===== src/rtl/mfIrqPkg.sv =====
package mfIrqPkg;

  typedef struct packed {
    logic boundary;
    logic immediate;
  } mfStrobe_t;

  function automatic logic isLegalCode(input logic [7:0] code, input int maxInterval);
    logic ok;
    ok = (code == 8'h00);
    for (int i = 0; i < 8; i++) begin
      if ((code == 8'(1 << i)) && ((1 << i) <= maxInterval)) ok = 1'b1;
    end
    return ok;
  endfunction

endpackage


===== src/rtl/mfIrqCtrl.sv =====
module mfIrqCtrl
  import mfIrqPkg::*;
#(
  parameter int THR_W        = 8,
  parameter int MAX_INTERVAL = 64,
  parameter int RESET_CODE   = 8
) (
  input  logic             clk,
  input  logic             rstN,
  input  logic             thrWrEn,
  input  logic [THR_W-1:0] thrWrData,
  input  logic             mfTick,
  output logic [THR_W-1:0] thrValue,
  output mfStrobe_t        strobe
);

  localparam int CNT_W = (MAX_INTERVAL > 1) ? $clog2(MAX_INTERVAL) : 1;

  logic [THR_W-1:0] thrReg;
  logic [CNT_W-1:0] cnt;
  logic [THR_W-1:0] thrMinus1;
  logic [CNT_W-1:0] lastCount;
  logic             immediate;
  logic             cntAtEnd;
  logic [THR_W-1:0] thrNext;

  assign thrMinus1 = thrReg - THR_W'(1);
  assign lastCount = thrMinus1[CNT_W-1:0];
  assign immediate = (thrReg == '0);
  assign cntAtEnd  = (cnt == lastCount);

  always_comb begin
    if (isLegalCode(thrWrData, MAX_INTERVAL)) thrNext = thrWrData;
    else                                      thrNext = THR_W'(RESET_CODE);
  end

  always_ff @(posedge clk) begin
    if (!rstN) begin
      thrReg <= THR_W'(RESET_CODE);
      cnt    <= '0;
    end else if (thrWrEn) begin
      thrReg <= thrNext;
      cnt    <= '0;
    end else if (mfTick && !immediate) begin
      cnt <= cntAtEnd ? '0 : cnt + CNT_W'(1);
    end
  end

  assign strobe.immediate = immediate;
  assign strobe.boundary  = mfTick && !thrWrEn && !immediate && cntAtEnd;
  assign thrValue         = thrReg;

  assert_thr_legal_R2: assert property (@(posedge clk) disable iff (!rstN)
    isLegalCode(thrReg, MAX_INTERVAL));

  assert_cnt_in_range_R4: assert property (@(posedge clk) disable iff (!rstN)
    !immediate |-> (cnt <= lastCount));

  assert_write_restarts_R6: assert property (@(posedge clk) disable iff (!rstN)
    thrWrEn |=> (cnt == '0));

endmodule


===== src/rtl/mfIrqData.sv =====
module mfIrqData
  import mfIrqPkg::*;
#(
  parameter int NUM_SRC = 6
) (
  input  logic               clk,
  input  logic               rstN,
  input  logic [NUM_SRC-1:0] statusSet,
  input  logic               statusClrWr,
  input  logic [NUM_SRC-1:0] statusClrData,
  input  logic               enWr,
  input  logic [NUM_SRC-1:0] enData,
  input  mfStrobe_t          strobe,
  output logic [NUM_SRC-1:0] status,
  output logic [NUM_SRC-1:0] enable,
  output logic               irqOut
);

  logic [NUM_SRC-1:0] statusReg;
  logic [NUM_SRC-1:0] enReg;
  logic               irqReg;
  logic               pendingAny;

  for (genvar i = 0; i < NUM_SRC; i++) begin : gSrc
    always_ff @(posedge clk) begin
      if (!rstN) begin
        statusReg[i] <= 1'b0;
      end else if (statusSet[i]) begin
        statusReg[i] <= 1'b1;
      end else if (statusClrWr && statusClrData[i]) begin
        statusReg[i] <= 1'b0;
      end
    end

    assert_w1c_R8: assert property (@(posedge clk) disable iff (!rstN)
      (statusClrWr && statusClrData[i] && !statusSet[i]) |=> !statusReg[i]);

    assert_set_wins_R7: assert property (@(posedge clk) disable iff (!rstN)
      statusSet[i] |=> statusReg[i]);
  end

  always_ff @(posedge clk) begin
    if (!rstN)     enReg <= '0;
    else if (enWr) enReg <= enData;
  end

  assign pendingAny = |(statusReg & enReg);

  always_ff @(posedge clk) begin
    if (!rstN) irqReg <= 1'b0;
    else       irqReg <= pendingAny && (strobe.immediate || irqReg || strobe.boundary);
  end

  assign status = statusReg;
  assign enable = enReg;
  assign irqOut = irqReg;

  assert_irq_needs_enabled_R5: assert property (@(posedge clk) disable iff (!rstN)
    !pendingAny |=> !irqOut);

  assert_rise_at_boundary_R4: assert property (@(posedge clk) disable iff (!rstN)
    (!irqOut && !strobe.immediate && !strobe.boundary) |=> !irqOut);

  assert_hold_R10: assert property (@(posedge clk) disable iff (!rstN)
    (irqOut && pendingAny) |=> irqOut);

  assert_immediate_R3: assert property (@(posedge clk) disable iff (!rstN)
    (strobe.immediate && pendingAny) |=> irqOut);

endmodule


===== src/rtl/mfIrqModerator.sv =====
module mfIrqModerator
  import mfIrqPkg::*;
#(
  parameter int NUM_SRC      = 6,
  parameter int MAX_INTERVAL = 64
) (
  input  logic               clk,
  input  logic               rstN,
  input  logic               thrWrEn,
  input  logic [7:0]         thrWrData,
  output logic [7:0]         thrValue,
  input  logic               mfTick,
  input  logic [NUM_SRC-1:0] statusSet,
  input  logic               statusClrWr,
  input  logic [NUM_SRC-1:0] statusClrData,
  input  logic               enWr,
  input  logic [NUM_SRC-1:0] enData,
  output logic [NUM_SRC-1:0] status,
  output logic [NUM_SRC-1:0] enable,
  output logic               irqOut
);

  mfStrobe_t strobe;

  mfIrqCtrl #(
    .THR_W       (8),
    .MAX_INTERVAL(MAX_INTERVAL),
    .RESET_CODE  (8)
  ) u_ctrl (
    .clk      (clk),
    .rstN     (rstN),
    .thrWrEn  (thrWrEn),
    .thrWrData(thrWrData),
    .mfTick   (mfTick),
    .thrValue (thrValue),
    .strobe   (strobe)
  );

  mfIrqData #(
    .NUM_SRC(NUM_SRC)
  ) u_data (
    .clk          (clk),
    .rstN         (rstN),
    .statusSet    (statusSet),
    .statusClrWr  (statusClrWr),
    .statusClrData(statusClrData),
    .enWr         (enWr),
    .enData       (enData),
    .strobe       (strobe),
    .status       (status),
    .enable       (enable),
    .irqOut       (irqOut)
  );

endmodule


===== config.mk =====
export PLATFORM = sky130hd
export DESIGN_NAME = mfIrqModerator
export DESIGN_NICKNAME = d
export VERILOG_FILES = /design/src/rtl/mfIrqPkg.sv /design/src/rtl/mfIrqCtrl.sv /design/src/rtl/mfIrqData.sv /design/src/rtl/mfIrqModerator.sv
export SDC_FILE = /design/constraint.sdc
export NUM_CORES = 1
export LEC_CHECK = 0
export BUFFER_PORTS_ARGS = -buffer_cell sky130_fd_sc_hd__buf_2
export CAP_MARGIN = 20
export CORE_MARGIN = 4
export CORE_UTILIZATION = 35
export CTS_CLUSTER_SIZE = 30
export DETAILED_ROUTE_END_ITERATION = 8
export GPL_TIMING_DRIVEN = 0
export HOLD_SLACK_MARGIN = 0.1
export PLACE_DENSITY = 0.57
export REMOVE_ABC_BUFFERS = 1
export SETUP_SLACK_MARGIN = 0.4
export SYNTH_ARGS = -nofsm -noshare
export SYNTH_HDL_FRONTEND = slang
export SYNTH_SLANG_ARGS = --single-unit

===== constraint.sdc =====
create_clock -name clk -period 2 [get_ports clk]
set_input_delay 0.1 -clock clk [delete_from_list [all_inputs] [get_ports clk]]
set_output_delay 0.1 -clock clk [all_outputs]
set_load 0.1 [all_outputs]

==> flow_summary.toml, run 1 <==
[power_and_ir_drop]
irDropWorstVdd_mv = 0.288
leakagePower_uw = 0.000899
p_int_uw = 783
switchingPower_uw = 375
pwr-share-clk_pct = 26.9
combPwrFrac_pct = 24.0
seqPwrFrac_pct = 49.1
swShare_pct = 32.4
power-per-cell-area_mw_per_mm2 = 579

[routing]
wl_mm = 3.53
first_iter_violations = 51
vias = 1383
drtPass1Iterations = 4
drc = 0
wl_per_cell_um = 12.8
ant_nets = 0
via_per_inst = 4.99

[global_route]
grt_pass1_wl_mm = 6.07
grt_overflow = 0
grt_use_total_pct = 15.0
grt_max_degree = 21
grt_pass1_vias = 1334
grt_antenna_before_repair = 0

[clocking]
cts_tree = "yes"
cts.sinks = 27
cts_root_buffer = "clkbuf_8"
clk_latency_ns = 0.27
clk_pin_slew_worst_paths_ns = 0.09
clock_tree.buffer_depth = 2
htreeDepth = 1
cts_buffers = 3

[setup_path]
r2r_cells = 7
reg2reg_slack_ns = 0.33
worstSetupPathType = "reg -> reg"
arrival_ns = 1.90
rr_endpoint = "u_data.irqOut"
crit_fanout = 7
crit_required_ns = 2.23
critPathCaptureType = "register"
start_kind = "register"
rr_startpoint = "u_ctrl.thrValue[0]"

[logic_synthesis]
ys_warn_count = 0
synth.yosys.seq_area_share_pct = 40.9
synth_top_cell_area_share_pct = 40.9
async_flop_share_pct = 0
synth_area_leaders = "dfxtp_1, a21oi_1, nor2_1, mux2i_1, nand3_1"
syn_inst = 156
yosys.cell_types.count = 33
synth_area_leader_cell = "dfxtp_1"
synth_seq_cells = 27
netlist_area_mm2 = 0.00132
synth_ff_type = "dfxtp_1"
syn_avg_cell_area_um2 = 8.47
synth_edf_count = 0

[worst_hold_path]
hp-start = "thrWrData[2]"
hp-class = "in -> reg"
holdPathStages = 3
whs_endpoint = "u_ctrl.thrValue[2]"

[job]
maxCapViolations = 0

[die]
die_y_um = 69.4
chipWidth_um = 69.4
io_pins = 53
core-area_mm2 = 0.00366
std_cell_rows = 22
start_util_pct = 36.1
dieArea_mm2 = 0.00482

[timing]
slew_violations = 0
setup_ws_ns = 0.327
rsz0062_at_grt = "true"
slew_headroom_pct = 59.7
setup_viol = 0
tightest_slew_ns = 0.604
fin_crit_ns = 1.67
finalCritPeriodShare_pct = 83.7
fin_setup_tns_ns = 0
final_hold_viol_count = 0
fin_worst_skew_ns = 0.00552
max_freq_ghz = 0.598

[cells_and_area]
fin_nets = 265
drive_gt1_share_pct = 38.0
diodes = 0
syn2layout_area_growth_pct = 51.2
multi_input_area_um2 = 830
fill_cells = 334
register_area_um2 = 551
fin_util_pct = 54.6

[placed_design]
place_hpwl_mm = 2.43
io_buffer_count = 52
place_ws_ns = -0.198
gp_congestion = 0.751

[status]
status = "finished, final reports clean"
-- synthesized netlist by cell type, types with 3 or more instances --
cell type  count
dfxtp_1       27
a211oi_1       4
nor2_1        20
inv_1          3
o21ai_0        8
clkbuf_1       3
a21oi_1       15
xor2_1         6
mux2i_1        7
nand3_1       14
ha_1           3
a22oi_1        4
nand2_1       15
-- cell families (layout without fill, tap and decap cells) --
group	Yosys count	after routing	synth area share, %
AOI/OAI and AO/OA	41	41	20.0
xor gates and xnor gates	9	9	7.10
adders and majority gates	3	3	2.84
buffers and inverters	10	83	3.50
DFF	27	27	40.9
muxes	7	7	5.30
and+or+nand+nor	59	59	20.4
-- worst max-delay path, cell delays in order (launching register included) --
cell and delay (ns):
dfxtp_4 0.39, inv_4 0.05, ha_4 0.25, xor2_1 0.13
nand3_1 0.14, a2111oi_4 0.30, buf_6 0.19, a41o_1 0.16
-- registers in the layout (all words and copies together) (netlist names) --
signal and flops:
u_data.irqOut 1, u_ctrl.cnt 6, u_ctrl.thrValue 8, u_data.status 6, u_data.enable 6
-- layer usage --
| layer | vias up | share of wire, % | routed length, um | track usage (%) |
|---|---|---|---|---|
| met2 | 52 | 49 | 1740 | 25.1 |
| met5 | - | 0 | 0 | 0 |
| met1 | 631 | 44 | 1540 | 19.6 |
| met4 | 0 | 0.68 | 24 | 3.90 |
| met3 | 2 | 6.4 | 226 | 3.04 |
| li1 | 698 | - | - | - |
-- power groups by stage --
stage,registers (uW),logic (uW),clock network (uW)
finish,568,277,311
floorplan,699,52.4,0
detailed placement,582,238,0
CTS,568,266,328
global placement,582,235,0
global route,571,296,349
-- final cells by class --
cell class / instances / area share, %
inverters: 4 / 1.00
multi-input cells: 119 / 41.5
clock buffers: 3 / 2.07
well taps: 48 / 3.01
clock inverters: 1 / 0.376
flip-flops and latches: 27 / 27.6
repair buffers: 75 / 24.5
-- stage by stage --
step	total power [uW]	hold WS, ns	area, um^2	std cells
3_3_place_gp	817	0.303	1610	250
3_5_place_dp	820	0.311	1610	250
5_1_grt	1220	0.116	2000	277
2_1_floorplan	751	0.176	1290	150
4_1_cts	1160	0.104	1920	273
6_report	1160	0.106	2000	277
-- placed cells by master, fill, tap and decap left out, drive strengths merged, types with 6 or more instances in the layout --
master	n
nor2	20
nand2	15
o21ai	10
xor2	6
a21oi	15
nand3	14
dfxtp	27
buf	59
dlygate4sd3	16
mux2i	7
-- worst max path at each step --
stage	startpoint	end	slack, ns	depth (start not counted)
after floorplan	u_ctrl.thrValue[0]	u_ctrl.cnt[4]	-0.67	7
after global placement	u_ctrl.thrValue[0]	u_ctrl.cnt[5]	-0.1	7
after detailed placement	u_ctrl.thrValue[0]	u_ctrl.cnt[5]	-0.20	6
after CTS	u_ctrl.thrValue[0]	u_ctrl.cnt[4]	0.34	8
after global routing	u_ctrl.thrValue[0]	u_data.irqOut	0.24	8
final	u_ctrl.thrValue[0]	u_data.irqOut	0.33	7
-- repair_timing --
item	in CTS	in global routing
pin swaps	3	10
hold endpoints to repair	16	0
resized for setup	20	8
setup endpoints to repair	7	12
setup buffers	3	4
hold buffers	16	0
cloned	0	0
Note: power is estimated with default switching activity, not from simulation.
==> run 2: changes to the inputs <==
--- a/config.mk
+++ b/config.mk
@@ -13,7 +13,7 @@
 export DETAILED_ROUTE_END_ITERATION = 8
 export GPL_TIMING_DRIVEN = 0
 export HOLD_SLACK_MARGIN = 0.1
-export PLACE_DENSITY = 0.57
+export PLACE_DENSITY = 0.59
 export REMOVE_ABC_BUFFERS = 1
 export SETUP_SLACK_MARGIN = 0.4
 export SYNTH_ARGS = -nofsm -noshare
==> constraint.sdc (replaced) <==
create_clock -name clk -period 1.49 [get_ports clk]
set_input_delay 0.0745 -clock clk [delete_from_list [all_inputs] [get_ports clk]]
set_output_delay 0.0745 -clock clk [all_outputs]
set_load 0.1 [all_outputs]
==> run 2 against run 1 <==
  * The flow now finishes with violations (negative setup slack)
  * Hold slack better by 0.024 ns
  * Register-to-register slack worse by 0.51 ns
  * Via count increased by 4.5%
  * Largest power group unchanged
  * Combinational power up 44%
  * Cell count grew 3.2%
  * Critical path depth stayed put
  * Total power is 39% higher
  * Largest cell class unchanged
  * Die area stayed put
  * Sequential share of layout area is 1.9 points lower
==> flow_summary.toml, run 2 (synthesized netlist as in run 1, its figures left out) <==
[worst_hold_path]
hp-start = "thrWrEn"
whs_endpoint = "u_ctrl.thrValue[0]"
hp-class = "in -> reg"
holdPathStages = 3

[status]
status = "finished with violations"
violations = "negative setup slack"

[timing]
finalCritPeriodShare_pct = 112
max_freq_ghz = 0.599
whs_ns = 0.130
slew_headroom_pct = 56.9
rsz0062_at_grt = "true"
slew_violations = 0
fin_crit_ns = 1.67
final_hold_viol_count = 0
setup_viol = 7
setup_ws_ns = -0.178
tightest_slew_ns = 0.645
fin_worst_skew_ns = 0.00468

[routing]
wl_per_cell_um = 13.4
drtPass1Iterations = 4
drc = 0
vias = 1445
first_iter_violations = 84
ant_nets = 0
via_per_inst = 5.05
wl_mm = 3.83

[global_route]
grt_pass1_vias = 1496
grt_pass1_wl_mm = 6.58
grt_max_degree = 21
grt_antenna_before_repair = 0
grt_use_total_pct = 16.4
grt_overflow = 0

[die]
die_y_um = 69.4
chipWidth_um = 69.4
core-area_mm2 = 0.00366
std_cell_rows = 22
dieArea_mm2 = 0.00482
start_util_pct = 36.1
io_pins = 53

[setup_path]
crit_required_ns = 1.64
rr_startpoint = "u_ctrl.thrValue[0]"
critPathCaptureType = "register"
rr_endpoint = "u_ctrl.cnt[1]"
reg2reg_slack_ns = -0.18
arrival_ns = 1.82
crit_fanout = 4
worstSetupPathType = "reg -> reg"
r2r_cells = 7
start_kind = "register"

[cells_and_area]
syn2layout_area_growth_pct = 62.2
diodes = 0
largest_reg_flops = 8
final_common_cell = "buf_2"
layoutNonFillerInstCount = 286
final_cell_mix = "buf_2, dlygate4sd3_1, dfxtp_1"
drive_gt1_share_pct = 34.9
fin_util_pct = 58.5
fin_nets = 274

[power_and_ir_drop]
total_power_uw = 1610
irDropWorstVdd_mv = 0.645
power-per-cell-area_mw_per_mm2 = 752
leakagePower_uw = 0.000944

[clocking]
clk_latency_ns = 0.28
cts_root_buffer = "clkbuf_8"
cts_buffers = 3
htreeDepth = 1
cts_tree = "yes"
cts.sinks = 27
clock_tree.buffer_depth = 2
clk_pin_slew_worst_paths_ns = 0.10

[placed_design]
io_buffer_count = 52
dp_cells = 250
gp_congestion = 0.752
place_hpwl_mm = 2.37

[job]
maxCapViolations = 0
## run 2: changes by cell type in the layout (fill, tap and decap cells not counted), moves of 2 or more
cell / before / now
buf_6: 1 / 7
buf_2: 52 / 33
dfxtp_2: 2 / 5
dfxtp_1: 23 / 21
dlygate4sd3_1: 16 / 27
buf_4: 5 / 16
## run 2: what timing repair did
action | in CTS | in global routing
setup buffers | 5 | 0
pin swaps | 4 | 7
endpoints found under the hold margin | 21 | 0
setup endpoints to repair | 28 | 13
gates cloned | 0 | 0
resized for setup | 44 | 8
hold buffers | 27 | 0
## run 2: layer usage
metal / routed length [um] / vias up / share of wire (%) / GRT usage [%]
met5: 0 / - / 0 / 0
met4: 70 / 0 / 1.8 / 4.34
met3: 264 / 8 / 6.9 / 4.78
met2: 1840 / 64 / 48 / 28.9
met1: 1650 / 653 / 43 / 19.3
li1: - / 720 / - / -
## run 2: power breakdown
part | switching [uW] | internal, uW | total (uW)
clock network | 249 | 196 | 445
logic | 259 | 142 | 400
registers | 21.8 | 744 | 766
## run 2: stage by stage
step	TNS, ns	setup slack [ns]	instance area [um^2]
2_1_floorplan	-7.88	-1.18	1290
3_3_place_gp	-4.14	-0.651	1610
3_5_place_dp	-4.32	-0.680	1610
4_1_cts	-1.03	-0.153	2110
5_1_grt	-1.94	-0.284	2140
6_report	-1.21	-0.178	2140
## run 2: how the worst max path moves through the flow
stage / endpoint / depth (start not counted) / from
after floorplan: u_ctrl.cnt[4] / 7 / u_ctrl.thrValue[0]
after global placement: u_ctrl.cnt[5] / 6 / u_ctrl.thrValue[0]
after detailed placement: u_ctrl.cnt[5] / 6 / u_ctrl.thrValue[0]
after CTS: u_ctrl.cnt[0] / 8 / u_ctrl.thrValue[0]
after global routing: u_ctrl.cnt[0] / 7 / u_ctrl.thrValue[0]
final: u_ctrl.cnt[1] / 7 / u_ctrl.thrValue[0]
## run 2: area by class of cell
| type | count | area, um^2 |
|---|---|---|
| well taps | 48 | 60.1 |
| clock buffers | 3 | 41.3 |
| inverters | 4 | 17.5 |
| flip-flops and latches | 27 | 551 |
| fillers | 321 | 1520 |
| clock inverters | 1 | 8.76 |
| multi-input cells | 119 | 811 |
| repair buffers | 84 | 654 |
## run 2: critical path, stage by stage, from the launching register on
cell and delay [ns]:
dfxtp_4 0.39, inv_4 0.05, ha_4 0.25, xor2_1 0.14
nand3_1 0.12, a2111oi_4 0.32, buf_4 0.19, o22ai_1 0.08
==> run 3: changes to the inputs <==
--- a/config.mk
+++ b/config.mk
@@ -5,16 +5,15 @@
 export SDC_FILE = /design/constraint.sdc
 export NUM_CORES = 1
 export LEC_CHECK = 0
-export BUFFER_PORTS_ARGS = -buffer_cell sky130_fd_sc_hd__buf_2
 export CAP_MARGIN = 20
 export CORE_MARGIN = 4
 export CORE_UTILIZATION = 35
 export CTS_CLUSTER_SIZE = 30
 export DETAILED_ROUTE_END_ITERATION = 8
+export DONT_BUFFER_PORTS = 1
 export GPL_TIMING_DRIVEN = 0
 export HOLD_SLACK_MARGIN = 0.1
-export PLACE_DENSITY = 0.59
-export REMOVE_ABC_BUFFERS = 1
+export PLACE_DENSITY = 0.47
 export SETUP_SLACK_MARGIN = 0.4
 export SYNTH_ARGS = -nofsm -noshare
 export SYNTH_HDL_FRONTEND = slang
==> run 3 against run 2 <==
  * The flow still finishes with violations (negative setup slack)
  * Final area fell by 13%
  * Sequential power rose by 20%
  * Worst setup slack got worse by 0.18 ns
  * Hold slack better by 0.045 ns
  * Critical path depth grew 1
  * Clock-buffer cell count up 1
  * Register-to-register slack worse by 0.18 ns
  * Largest power group unchanged
  * Highest routed layer unchanged
==> flow_summary.toml, run 3 (synthesized netlist as in run 1, its figures left out) <==
[status]
status = "finished with violations"
violations = "negative setup slack"

[clocking]
cts_buffers = 3
htreeDepth = 1
cts.sinks = 27
clock_tree.buffer_depth = 2
cts_tree = "yes"
clk_pin_slew_worst_paths_ns = 0.09
clk_latency_ns = 0.26
cts_root_buffer = "clkbuf_8"

[setup_path]
crit_required_ns = 1.71
critPathCaptureType = "register"
crit_fanout = 7
start_kind = "register"
arrival_ns = 2.06
worstSetupPathType = "reg -> reg"
reg2reg_slack_ns = -0.35

[routing]
first_iter_violations = 57
drtPass1Iterations = 4
via_per_inst = 5.21
vias = 1256
ant_nets = 0
wl_mm = 3.58
drc = 0
wl_per_cell_um = 14.9

[die]
dieArea_mm2 = 0.00482
start_util_pct = 36.1
std_cell_rows = 22
die_y_um = 69.4
io_pins = 53
chipWidth_um = 69.4
core-area_mm2 = 0.00366

[placed_design]
place_hpwl_mm = 2.45
dp_cells = 204
place_ws_ns = -0.536
placed_area_mm2 = 0.00144
io_buffer_count = 0
gp_congestion = 0.707

[power_and_ir_drop]
irDropWorstVdd_mv = 0.659
leakagePower_uw = 0.000718
total_power_uw = 1500
power-per-cell-area_mw_per_mm2 = 802

[global_route]
grt_use_total_pct = 14.6
grt_antenna_before_repair = 0
grt_pass1_wl_mm = 5.78
grt_overflow = 0
grt_max_degree = 15
grt_pass1_vias = 1211

[job]
maxCapViolations = 0

[cells_and_area]
drive_gt1_share_pct = 23.8
fin_nets = 229
final_common_cell = "dlygate4sd3_1"
fin_util_pct = 51.0
layoutNonFillerInstCount = 241
diodes = 0
largest_reg_flops = 8
syn2layout_area_growth_pct = 41.4
design_area_mm2 = 0.00187
final_cell_mix = "dlygate4sd3_1, nor2_1, nand2_1"

[worst_hold_path]
hp-class = "in -> reg"

[timing]
finalCritPeriodShare_pct = 124
fin_crit_ns = 1.84
tightest_slew_ns = 0.996
setup_viol = 7
slew_headroom_pct = 33.5
fin_worst_skew_ns = 0.00129
setup_ws_ns = -0.354
final_hold_viol_count = 0
rsz0062_at_grt = "true"
max_freq_ghz = 0.542
slew_violations = 0

[logic_synthesis]
syn_nets = 191
-- run 3: cell count changes in the layout (fill, tap and decap cells not counted), sizes merged --
cell / change
clkinvlp: +1
dlygate4sd3: +1
buf: -49
inv: -1
clkinv: -1
clkbuf: +4
-- run 3: per-stage QoR --
| step | hold WS [ns] | setup TNS (ns) |
|---|---|---|
| finish | 0.175 | -2.33 |
| CTS | 0.174 | -2.59 |
| floorplan | 0.150 | -2.09 |
| global route | 0.187 | -2.86 |
| global placement | 0.153 | -3.57 |
| detailed placement | 0.156 | -3.62 |
-- run 3: what timing repair did --
item / 4_1_cts / 5_1_grt
endpoints found under the setup margin: 8 / 12
gates resized for setup: 5 / 14
gates cloned: 1 / 0
hold buffers: 28 / 0
pin swaps: 4 / 4
setup buffers: 2 / 2
endpoints found under the hold margin: 21 / 0
-- run 3: cell type report --
type | instances | area (um^2)
plain buffers | 6 | 38.8
clock buffers | 4 | 45.0
fillers | 344 | 1790
inverters | 4 | 23.8
multi-input cells | 119 | 791
flip-flops and latches | 27 | 591
well taps | 48 | 60.1
repair buffers | 33 | 319
-- run 3: routing by layer --
metal | routed length (um) | global-route usage (%)
met1 | 1550 | 18.5
met2 | 1820 | 24.8
met3 | 177 | 3.33
met4 | 33 | 3.90
met5 | 0 | 0
-- run 3: power by group --
part | internal (uW) | leakage [uW] | total [uW] | switching, uW
sequential | 735 | 0.000230 | 919 | 184
clock | 191 | 0.0000228 | 406 | 215
combinational | 96.5 | 0.000465 | 173 | 76.6
total | 1020 | 0.000718 | 1500 | 476
-- run 3: worst max-delay path: stages, from the launching register on --
cell and delay (ns):
dfxtp_4 0.58, inv_4 0.08, ha_4 0.18, xor2_1 0.13
nor2_1 0.11, a21oi_2 0.06, a2111oi_4 0.31, buf_6 0.18
a41o_1 0.15
-- run 3: worst paths after layout --
kind / start / endpoint / cells past startpoint
hold / removal: rstN / u_data.irqOut / 3
setup reg to reg: u_ctrl.thrValue[0] / u_data.irqOut / 8
hold reg to reg: u_ctrl.cnt[0] / u_ctrl.cnt[0] / 2
setup / recovery: u_ctrl.thrValue[0] / u_data.irqOut / 8
